File: config.mk
export PLATFORM = sky130hd
export DESIGN_NAME = irq_source_router
export DESIGN_NICKNAME = d
export VERILOG_FILES = /design/src/rtl/irq_route_pkg.sv /design/src/rtl/irq_reg_decode.sv /design/src/rtl/irq_src_slot.sv /design/src/rtl/irq_pin_router.sv /design/src/rtl/irq_source_router.sv
export SDC_FILE = /design/constraint.sdc
export NUM_CORES = 2
export LEC_CHECK = 0
export ABC_AREA = 1
export BUFFER_PORTS_ARGS = -buffer_cell sky130_fd_sc_hd__buf_4
export CELL_PAD_IN_SITES_DETAIL_PLACEMENT = 0
export CELL_PAD_IN_SITES_GLOBAL_PLACEMENT = 1
export CORE_MARGIN = 10
export CORE_UTILIZATION = 48
export CTS_CLUSTER_DIAMETER = 80
export DETAILED_ROUTE_END_ITERATION = 6
export PLACE_DENSITY_LB_ADDON = 0.12
export RECOVER_POWER = 25
export REMOVE_ABC_BUFFERS = 1
export SLEW_MARGIN = 0
export SYNTH_ARGS = -nofsm -noshare
export SYNTH_HDL_FRONTEND = slang
export SYNTH_HIERARCHICAL = 1
export SYNTH_SLANG_ARGS = --single-unit
File: constraint.sdc
create_clock -name clk -period 26.4 [get_ports clk]
set_input_delay 1.32 -clock clk [delete_from_list [all_inputs] [get_ports clk]]
set_output_delay 1.32 -clock clk [all_outputs]
set_load 0.05 [all_outputs]
File: src/rtl/irq_route_pkg.sv
package irq_route_pkg;

    localparam int DATA_W   = 32;
    localparam int ADDR_W   = 12;
    localparam int IDX_W    = 8;
    localparam int PIN_W    = 6;
    localparam int CORE_W   = 5;
    localparam int FLAG_BIT = 31;
    localparam int WORD_BITS = 32;

    typedef enum logic [3:0] {
        REG_PEND  = 4'd0,
        REG_EN    = 4'd1,
        REG_SET   = 4'd2,
        REG_CLR   = 4'd3,
        REG_PIN   = 4'd4,
        REG_CORE  = 4'd5,
        REG_WEDGE = 4'd6,
        REG_LOCAL = 4'd7
    } reg_region_e;

    typedef enum logic [2:0] {
        OP_NONE  = 3'd0,
        OP_SET   = 3'd1,
        OP_CLR   = 3'd2,
        OP_PIN   = 3'd3,
        OP_CORE  = 3'd4,
        OP_WEDGE = 3'd5,
        OP_LOCAL = 3'd6
    } wr_op_e;

    typedef struct packed {
        wr_op_e              op;
        logic [IDX_W-1:0]    idx;
        logic [DATA_W-1:0]   data;
        logic                core_vld;
        logic [CORE_W-1:0]   core;
    } wr_cmd_t;

    typedef struct packed {
        logic                pend;
        logic                en;
        logic                flag;
        logic [PIN_W-1:0]    pin;
        logic                core_vld;
        logic [CORE_W-1:0]   core;
    } src_state_t;

    // Index of the lowest set bit; DATA_W when the value is zero.
    function automatic logic [CORE_W:0] lowest_set(input logic [DATA_W-1:0] v);
        logic [CORE_W:0] r;
        r = (CORE_W+1)'(DATA_W);
        for (int i = DATA_W - 1; i >= 0; i--) begin
            if (v[i]) r = (CORE_W+1)'(i);
        end
        return r;
    endfunction

endpackage

File: src/rtl/irq_reg_decode.sv
module irq_reg_decode
    import irq_route_pkg::*;
#(
    parameter int NUM_SRC  = 40,
    parameter int NUM_CORE = 3,
    parameter int NUM_PIN  = 6
) (
    input  logic                 bus_wr,
    input  logic                 bus_rd,
    input  logic [ADDR_W-1:0]    bus_addr,
    input  logic [DATA_W-1:0]    bus_wdata,
    output wr_cmd_t              cmd,
    output logic                 acc_err
);
    localparam int NWORD = (NUM_SRC + WORD_BITS - 1) / WORD_BITS;

    logic [3:0]        region;
    logic [IDX_W-1:0]  idx;
    logic [CORE_W:0]   low;
    logic src_ok, word_ok, core_ok, pin_ok, wedge_ok, core_map_ok;
    logic wr_ok, rd_ok;
    wr_op_e op;

    assign region      = bus_addr[ADDR_W-1:IDX_W];
    assign idx         = bus_addr[IDX_W-1:0];
    assign low         = lowest_set(bus_wdata);
    assign src_ok      = int'(idx) < NUM_SRC;
    assign word_ok     = int'(idx) < NWORD;
    assign core_ok     = int'(idx) < NUM_CORE;
    assign pin_ok      = int'(bus_wdata[PIN_W-1:0]) <= NUM_PIN - 1;
    assign wedge_ok    = (idx == '0) && (int'(bus_wdata[FLAG_BIT-1:0]) < NUM_SRC);
    assign core_map_ok = (bus_wdata == '0) || (int'(low) < NUM_CORE);

    always_comb begin
        wr_ok = 1'b0;
        rd_ok = 1'b0;
        op    = OP_NONE;
        case (region)
            REG_PEND:  rd_ok = word_ok;
            REG_EN:    rd_ok = word_ok;
            REG_SET:   begin wr_ok = word_ok; op = OP_SET; end
            REG_CLR:   begin wr_ok = word_ok; op = OP_CLR; end
            REG_PIN:   begin wr_ok = src_ok && pin_ok; rd_ok = src_ok; op = OP_PIN; end
            REG_CORE:  begin wr_ok = src_ok && core_map_ok; rd_ok = src_ok; op = OP_CORE; end
            REG_WEDGE: begin wr_ok = wedge_ok; op = OP_WEDGE; end
            REG_LOCAL: begin wr_ok = core_ok && pin_ok; rd_ok = core_ok; op = OP_LOCAL; end
            default:   ;
        endcase
    end

    always_comb begin
        cmd.op       = (bus_wr && wr_ok) ? op : OP_NONE;
        cmd.idx      = (op == OP_WEDGE) ? bus_wdata[IDX_W-1:0] : idx;
        cmd.data     = bus_wdata;
        cmd.core_vld = bus_wdata != '0;
        cmd.core     = low[CORE_W-1:0];
    end

    assign acc_err = (bus_wr && !wr_ok) || (bus_rd && !rd_ok);

endmodule

File: src/rtl/irq_src_slot.sv
module irq_src_slot
    import irq_route_pkg::*;
#(
    parameter int SRC_IDX = 0
) (
    input  logic       clk,
    input  logic       rst,
    input  logic       line,
    input  wr_cmd_t    cmd,
    output src_state_t st
);
    localparam int WORD = SRC_IDX / WORD_BITS;
    localparam int BIT  = SRC_IDX % WORD_BITS;

    logic line_q;
    logic hit_set, hit_clr, hit_pin, hit_core, hit_wedge;

    assign hit_set   = (cmd.op == OP_SET) && (cmd.idx == IDX_W'(WORD)) && cmd.data[BIT];
    assign hit_clr   = (cmd.op == OP_CLR) && (cmd.idx == IDX_W'(WORD)) && cmd.data[BIT];
    assign hit_pin   = (cmd.op == OP_PIN)   && (cmd.idx == IDX_W'(SRC_IDX));
    assign hit_core  = (cmd.op == OP_CORE)  && (cmd.idx == IDX_W'(SRC_IDX));
    assign hit_wedge = (cmd.op == OP_WEDGE) && (cmd.idx == IDX_W'(SRC_IDX));

    always_ff @(posedge clk) begin
        if (rst) begin
            line_q <= 1'b0;
            st     <= '{pend: 1'b0, en: 1'b0, flag: 1'b1, pin: '0,
                        core_vld: 1'b0, core: '0};
        end else begin
            line_q <= line;
            if (line != line_q) st.pend <= line;
            if (hit_wedge)      st.pend <= cmd.data[FLAG_BIT];
            if (hit_set)        st.en   <= 1'b1;
            if (hit_clr)        st.en   <= 1'b0;
            if (hit_pin) begin
                st.flag <= cmd.data[FLAG_BIT];
                st.pin  <= cmd.data[PIN_W-1:0];
            end
            if (hit_core) begin
                st.core_vld <= cmd.core_vld;
                st.core     <= cmd.core;
            end
        end
    end

    p_set_enables_r2: assert property (@(posedge clk) disable iff (rst)
        hit_set |=> st.en);

    p_clr_disables_r3: assert property (@(posedge clk) disable iff (rst)
        hit_clr |=> !st.en);

    p_core_target_r5: assert property (@(posedge clk) disable iff (rst)
        (hit_core && cmd.core_vld) |=> (st.core_vld && st.core == $past(cmd.core)));

    p_wedge_wins_r9: assert property (@(posedge clk) disable iff (rst)
        hit_wedge |=> (st.pend == $past(cmd.data[FLAG_BIT])));

    p_pend_hold_r10: assert property (@(posedge clk) disable iff (rst)
        (line == line_q && !hit_wedge) |=> $stable(st.pend));

endmodule

File: src/rtl/irq_pin_router.sv
module irq_pin_router
    import irq_route_pkg::*;
#(
    parameter int NUM_SRC  = 40,
    parameter int NUM_CORE = 3,
    parameter int NUM_PIN  = 6
) (
    input  logic                          clk,
    input  logic                          rst,
    input  src_state_t [NUM_SRC-1:0]      st,
    input  logic [NUM_CORE-1:0]           loc_irq,
    input  logic [NUM_CORE-1:0]           loc_en,
    input  logic [NUM_CORE*PIN_W-1:0]     loc_pin,
    output logic [NUM_CORE*NUM_PIN-1:0]   cpu_irq
);
    logic [NUM_SRC-1:0] live;

    always_comb begin
        for (int s = 0; s < NUM_SRC; s++) begin
            live[s] = st[s].en && st[s].pend && st[s].core_vld;
        end
    end

    for (genvar c = 0; c < NUM_CORE; c++) begin : g_core
        for (genvar p = 0; p < NUM_PIN; p++) begin : g_pin
            logic acc;
            always_comb begin
                acc = loc_irq[c] && loc_en[c] &&
                      (loc_pin[c*PIN_W +: PIN_W] == PIN_W'(p));
                for (int s = 0; s < NUM_SRC; s++) begin
                    acc = acc || (live[s] && st[s].core == CORE_W'(c) &&
                                  st[s].pin == PIN_W'(p));
                end
            end
            assign cpu_irq[c*NUM_PIN + p] = acc;
        end
    end

    p_quiet_when_idle_r10: assert property (@(posedge clk) disable iff (rst)
        (live == '0 && loc_irq == '0) |-> (cpu_irq == '0));

endmodule

File: src/rtl/irq_source_router.sv
module irq_source_router
    import irq_route_pkg::*;
#(
    parameter int NUM_SRC  = 40,
    parameter int NUM_CORE = 3,
    parameter int NUM_PIN  = 6
) (
    input  logic                          clk,
    input  logic                          rst,
    input  logic [NUM_SRC-1:0]            src_irq,
    input  logic [NUM_CORE-1:0]           loc_irq,
    input  logic                          bus_wr,
    input  logic                          bus_rd,
    input  logic [11:0]                   bus_addr,
    input  logic [31:0]                   bus_wdata,
    output logic [31:0]                   bus_rdata,
    output logic                          bus_err,
    output logic [NUM_CORE*NUM_PIN-1:0]   cpu_irq
);
    localparam int NWORD = (NUM_SRC + WORD_BITS - 1) / WORD_BITS;
    localparam int VEC_W = NWORD * WORD_BITS;

    wr_cmd_t                     cmd;
    logic                        acc_err;
    src_state_t [NUM_SRC-1:0]    st;
    logic [NUM_CORE-1:0]         loc_en;
    logic [NUM_CORE*PIN_W-1:0]   loc_pin;
    logic [VEC_W-1:0]            pend_vec, en_vec;
    logic [DATA_W-1:0]           rd_val;
    logic [IDX_W-1:0]            idx;

    assign idx = bus_addr[IDX_W-1:0];

    irq_reg_decode #(.NUM_SRC(NUM_SRC), .NUM_CORE(NUM_CORE), .NUM_PIN(NUM_PIN)) u_dec (
        .bus_wr(bus_wr), .bus_rd(bus_rd), .bus_addr(bus_addr),
        .bus_wdata(bus_wdata), .cmd(cmd), .acc_err(acc_err)
    );

    for (genvar s = 0; s < NUM_SRC; s++) begin : g_src
        irq_src_slot #(.SRC_IDX(s)) u_slot (
            .clk(clk), .rst(rst), .line(src_irq[s]), .cmd(cmd), .st(st[s])
        );
    end

    for (genvar c = 0; c < NUM_CORE; c++) begin : g_local
        always_ff @(posedge clk) begin
            if (rst) begin
                loc_en[c]                  <= 1'b1;
                loc_pin[c*PIN_W +: PIN_W]  <= '0;
            end else if (cmd.op == OP_LOCAL && cmd.idx == IDX_W'(c)) begin
                loc_en[c]                  <= cmd.data[FLAG_BIT];
                loc_pin[c*PIN_W +: PIN_W]  <= cmd.data[PIN_W-1:0];
            end
        end
    end

    irq_pin_router #(.NUM_SRC(NUM_SRC), .NUM_CORE(NUM_CORE), .NUM_PIN(NUM_PIN)) u_route (
        .clk(clk), .rst(rst), .st(st), .loc_irq(loc_irq), .loc_en(loc_en),
        .loc_pin(loc_pin), .cpu_irq(cpu_irq)
    );

    always_comb begin
        pend_vec = '0;
        en_vec   = '0;
        for (int s = 0; s < NUM_SRC; s++) begin
            pend_vec[s] = st[s].pend;
            en_vec[s]   = st[s].en;
        end
    end

    always_comb begin
        rd_val = '0;
        case (bus_addr[11:8])
            REG_PEND: for (int w = 0; w < NWORD; w++)
                          if (idx == IDX_W'(w)) rd_val = pend_vec[w*WORD_BITS +: WORD_BITS];
            REG_EN:   for (int w = 0; w < NWORD; w++)
                          if (idx == IDX_W'(w)) rd_val = en_vec[w*WORD_BITS +: WORD_BITS];
            REG_PIN:  for (int s = 0; s < NUM_SRC; s++)
                          if (idx == IDX_W'(s)) begin
                              rd_val[FLAG_BIT]    = st[s].flag;
                              rd_val[PIN_W-1:0]   = st[s].pin;
                          end
            REG_CORE: for (int s = 0; s < NUM_SRC; s++)
                          if (idx == IDX_W'(s) && st[s].core_vld)
                              rd_val = DATA_W'(1) << st[s].core;
            REG_LOCAL: for (int c = 0; c < NUM_CORE; c++)
                          if (idx == IDX_W'(c)) begin
                              rd_val[FLAG_BIT]  = loc_en[c];
                              rd_val[PIN_W-1:0] = loc_pin[c*PIN_W +: PIN_W];
                          end
            default: ;
        endcase
    end

    always_ff @(posedge clk) begin
        if (rst) begin
            bus_rdata <= '0;
            bus_err   <= 1'b0;
        end else begin
            bus_rdata <= (bus_rd && !acc_err) ? rd_val : '0;
            bus_err   <= acc_err;
        end
    end

    p_err_follows_access_r12: assert property (@(posedge clk) disable iff (rst)
        bus_err |-> $past(bus_wr || bus_rd));

    p_rdata_idle_r4: assert property (@(posedge clk) disable iff (rst)
        !$past(bus_rd) |-> (bus_rdata == '0));

    p_core_read_onehot_r5: assert property (@(posedge clk) disable iff (rst)
        ($past(bus_rd) && $past(bus_addr[11:8]) == REG_CORE) |-> $onehot0(bus_rdata));

    p_local_drives_pin_r11: assert property (@(posedge clk) disable iff (rst)
        (loc_irq[0] && loc_en[0] && int'(loc_pin[PIN_W-1:0]) < NUM_PIN)
            |-> cpu_irq[loc_pin[PIN_W-1:0]]);

endmodule

==> impl_metrics.prom <==
# TYPE chip_impl_metric gauge
chip_impl_info{name="run_status",value="complete, but fails checks"} 1
chip_impl_info{name="violated_checks",value="DRC, capacitance limit, slew limit"} 1
chip_impl_metric{name="final.period_utilization",unit="%"} 52.37
chip_impl_metric{name="drcViolationCount",unit=""} 8
chip_impl_metric{name="drt-pass1-iter-count",unit=""} 7
chip_impl_info{name="setup_repair_after_global_routing_missed_its_margin",value="no"} 1
chip_impl_metric{name="grt_overflow",unit=""} 0
chip_impl_metric{name="clkLatencyLatePin",unit="ns"} 0.69
chip_impl_metric{name="post_cts_resized",unit=""} 0
chip_impl_metric{name="chipWidth",unit="um"} 390.9
chip_impl_metric{name="grt_first_pass_wirelength",unit="um"} 485400
chip_impl_metric{name="grt_pass1_vias",unit=""} 74370
chip_impl_metric{name="fill_cells",unit=""} 14750
chip_impl_metric{name="overall_die_height",unit="um"} 390.9
chip_impl_metric{name="top_level_ports",unit=""} 142
chip_impl_metric{name="dp.final_hpwl",unit="um"} 266000
chip_impl_metric{name="power.share.sequential",unit="%"} 42.8
chip_impl_metric{name="worstMarginPinSlew",unit="ns"} 9.515
chip_impl_metric{name="synth_sequential_area_ratio",unit="%"} 21.04
chip_impl_metric{name="netlist.area_leader.share",unit="%"} 21.04
chip_impl_metric{name="areaGrowthSynthToFinish",unit="%"} 6.704
chip_impl_metric{name="pwr-share-comb",unit="%"} 8.0
chip_impl_metric{name="placement.io_buffers",unit=""} 141
chip_impl_info{name="layout_commonest_cell",value="nand2_1"} 1
chip_impl_metric{name="fraction_of_the_core_area_covered_by_cells_at_the_end_of_the_flow",unit="%"} 51.38
chip_impl_metric{name="syn_area_per_cell",unit="um^2"} 5.528
chip_impl_metric{name="finalWirelength",unit="um"} 340100
chip_impl_metric{name="synth.mux.area_fraction",unit="%"} 0
chip_impl_metric{name="totalNegativeSetupSlack",unit="ns"} 0
chip_impl_metric{name="cellLeakagePower",unit="nW"} 28.47
chip_impl_metric{name="detail_route.iter0.violations",unit=""} 12920
chip_impl_metric{name="gp_congestion",unit=""} 1.107
chip_impl_metric{name="initial_core_util",unit="%"} 48.15
chip_impl_metric{name="internal-power",unit="W"} 0.001823
chip_impl_info{name="synth_top_family_by_area",value="simple AND/OR/NAND/NOR gates"} 1
chip_impl_metric{name="critPathMaxFanout",unit=""} 178
chip_impl_metric{name="final.setup.worst_slack",unit="ns"} 12.57
chip_impl_info{name="setup.worst_path.start_class",value="input port"} 1
chip_impl_metric{name="cp_data_arrival_time",unit="ns"} 14.38
chip_impl_metric{name="row_count",unit=""} 136
chip_impl_metric{name="synth_compound_area_share",unit="%"} 10.44
chip_impl_metric{name="preCtsSetupSlack",unit="ns"} 19.62
chip_impl_metric{name="syn-instance-count",unit=""} 11950
chip_impl_info{name="cts_tree",value="built"} 1
chip_impl_metric{name="synth_fa_ha_area_share",unit="%"} 0
chip_impl_info{name="post_synth_main_area_contributors",value="dfxtp_1 21%, nand2_1 19%, nand3_1 13%, nor2_1 9.5%, inv_1 6.7%"} 1
chip_impl_metric{name="per_cell_via_count_in_the_routed_design",unit=""} 6.213
chip_impl_metric{name="slew_headroom",unit="%"} -534.3
chip_impl_info{name="final_cell_mix",value="3,314 x nand2_1, 1,693 x nand3_1, 1,666 x nor2_1, 1,187 x inv_1, 851 x a21oi_1"} 1
chip_impl_metric{name="vdd_ir_drop_max",unit="uV"} 56.37
chip_impl_info{name="worst_path_class_setup",value="input port to flip-flop"} 1
chip_impl_metric{name="hold_buffers",unit=""} 0
chip_impl_metric{name="clockPowerShare",unit="%"} 49.2
chip_impl_info{name="clk_root_buffer_cell",value="clkbuf_16"} 1
chip_impl_metric{name="setup-violations-final",unit=""} 0
chip_impl_metric{name="avgRoutedWirePerCell",unit="um"} 24.86
chip_impl_metric{name="power_density_over_the_cells",unit="nW/um^2"} 35.29
chip_impl_info{name="synthDominantAreaCellType",value="dfxtp_1"} 1
chip_impl_metric{name="ctsHtreeMaxLevel",unit=""} 3
chip_impl_metric{name="antenna_found_initial",unit=""} 15
chip_impl_metric{name="drive_above_1_share",unit="%"} 8.278
chip_impl_metric{name="synth_simple_gate_area_share",unit="%"} 57.62
chip_impl_metric{name="clock_skew",unit="ns"} 0.03547
chip_impl_metric{name="max_fclk",unit="GHz"} 0.07233
chip_impl_metric{name="synth.lib_cells_used.distinct",unit=""} 60
chip_impl_metric{name="post_cts_setup_repair_bufs",unit=""} 0
chip_impl_metric{name="critical_path_required",unit="ns"} 26.95
chip_impl_metric{name="synth_warnings",unit=""} 6
chip_impl_info{name="hp-class",value="flip-flop to flip-flop"} 1
chip_impl_metric{name="syn_area",unit="um^2"} 66040
chip_impl_metric{name="synth-seq-cells",unit=""} 694
chip_impl_metric{name="final_nets",unit=""} 11900
chip_impl_metric{name="synth_xor_area_share",unit="%"} 0
chip_impl_metric{name="max-clock-path-buffers",unit=""} 3
chip_impl_metric{name="worst_setup_hold_path_clk_slew",unit="ns"} 0.06
chip_impl_metric{name="clkSinkCount",unit=""} 694
chip_impl_metric{name="cts_made_buffers",unit=""} 82
chip_impl_metric{name="groute.usage.overall",unit="%"} 41.75
chip_impl_metric{name="max-cap-violations",unit=""} 4
chip_impl_metric{name="detail-route-antenna-nets",unit=""} 0
chip_impl_metric{name="netSwitchingFraction",unit="%"} 26.66
chip_impl_metric{name="core_area",unit="um^2"} 137200
chip_impl_info{name="worst_setup_path_end_kind",value="flip-flop"} 1
chip_impl_metric{name="die_area",unit="um^2"} 152800
chip_impl_metric{name="via_count",unit=""} 84970
chip_impl_metric{name="largest_net_degree_at_the_start_of_global_routing",unit=""} 207
chip_impl_metric{name="final-max-slew-violation-count",unit=""} 573
chip_impl_metric{name="finalHoldViolations",unit=""} 0
chip_impl_metric{name="power_switching",unit="W"} 0.0006629
chip_impl_metric{name="period_needed",unit="ns"} 13.83
[sequential cells by signal (all words and copies together) (netlist names)]
signal / flops
bus_err: 1
bus_rdata: 32
g_src.u_slot/line_q: 40
g_src.u_slot/st: 600
loc_en: 3
loc_pin: 18
[metrics by stage]
stage	area (um^2)	hold WS (ns)	instances	total power, W
after global routing	70450	0.4829	13670	0.002535
after CTS	70670	0.4585	13670	0.002473
final	70460	0.4592	13680	0.002486
after floorplan	63720	0.4214	11510	0.001187
after detailed placement	67820	0.4408	13520	0.001274
after global placement	67820	0.4303	13520	0.001270
[layout make-up]
type	count	area (um^2)	area share, %
Multi-Input combinational cell	9518	45140	64.07
Sequential cell	694	13890	19.72
Inverter	1296	4881	6.927
Clock buffer	118	2390	3.392
Tap cell	1794	2245	3.186
Timing Repair Buffer	217	1434	2.035
Clock inverter	32	455.4	0.6464
Antenna cell	8	20.02	0.02841
[critical path, stage by stage]
cell and delay [ns]:
clkbuf_1 2.57, clkbuf_1 5.82, clkbuf_1 3.56, inv_1 0.52
nand2_1 0.24, nor2_1 0.07
[cell usage after synthesis (all sizes together)]
master	number
a22oi	1
nor3	434
nand2	3412
nor2	1983
o2111ai	3
a2111o	1
a31o	1
a21oi	857
o21bai	1
o31ai	8
clkbuf	284
nand3b	24
a31oi	189
a221oi	4
nand4	501
a22o	9
or2	68
a41oi	3
o311ai	1
clkinv	43
nand3	1715
o211ai	12
buf	153
dfxtp	694
inv	1253
or4	1
nor4	45
and3	21
nor3b	13
o22ai	2
a21boi	2
o21ai	201
and2	5
a211oi	1
[metal layers]
metal	wire, um	global-route usage [%]
met5	79	0
met4	26610	26.93
met3	39210	9.311
met2	144100	63.65
met1	130100	52.85
[final timing paths]
kind                            slack (ns)                                   end  cells after the start                                  from
worst max-delay path                 12.57  g_src[10].u_slot/st[13]$_SDFFE_PP0P_                      6                                   rst
worst min-delay path                  0.46  g_src[25].u_slot/st[12]$_SDFFE_PP1P_                      2  g_src[25].u_slot/st[12]$_SDFFE_PP1P_
worst min register to register        0.46  g_src[25].u_slot/st[12]$_SDFFE_PP1P_                      2  g_src[25].u_slot/st[12]$_SDFFE_PP1P_
worst max register to register       20.41              bus_rdata[25]$_SDFF_PP0_                     25    g_src[2].u_slot/st[2]$_SDFFE_PP0P_
[cells by family (layout without fill, tap and decap cells)]
logic type / after synthesis / after routing
flops: 694 / 694
compound gates: 1296 / 1296
buf+inv: 1733 / 1663
simple gates: 8222 / 8222
other cells: 0 / 8
[power by group through the flow]
stage	Sequential (W)	Clock (W)	Combinational, W
final	0.00106	0.00122	0.000199
after floorplan	0.00108	0	0.000103
after CTS	0.00106	0.00122	0.000187
after detailed placement	0.00109	0	0.000187
after global routing	0.00106	0.00126	0.000207
after global placement	0.00109	0	0.000183
(Power assumes the default switching activity.)
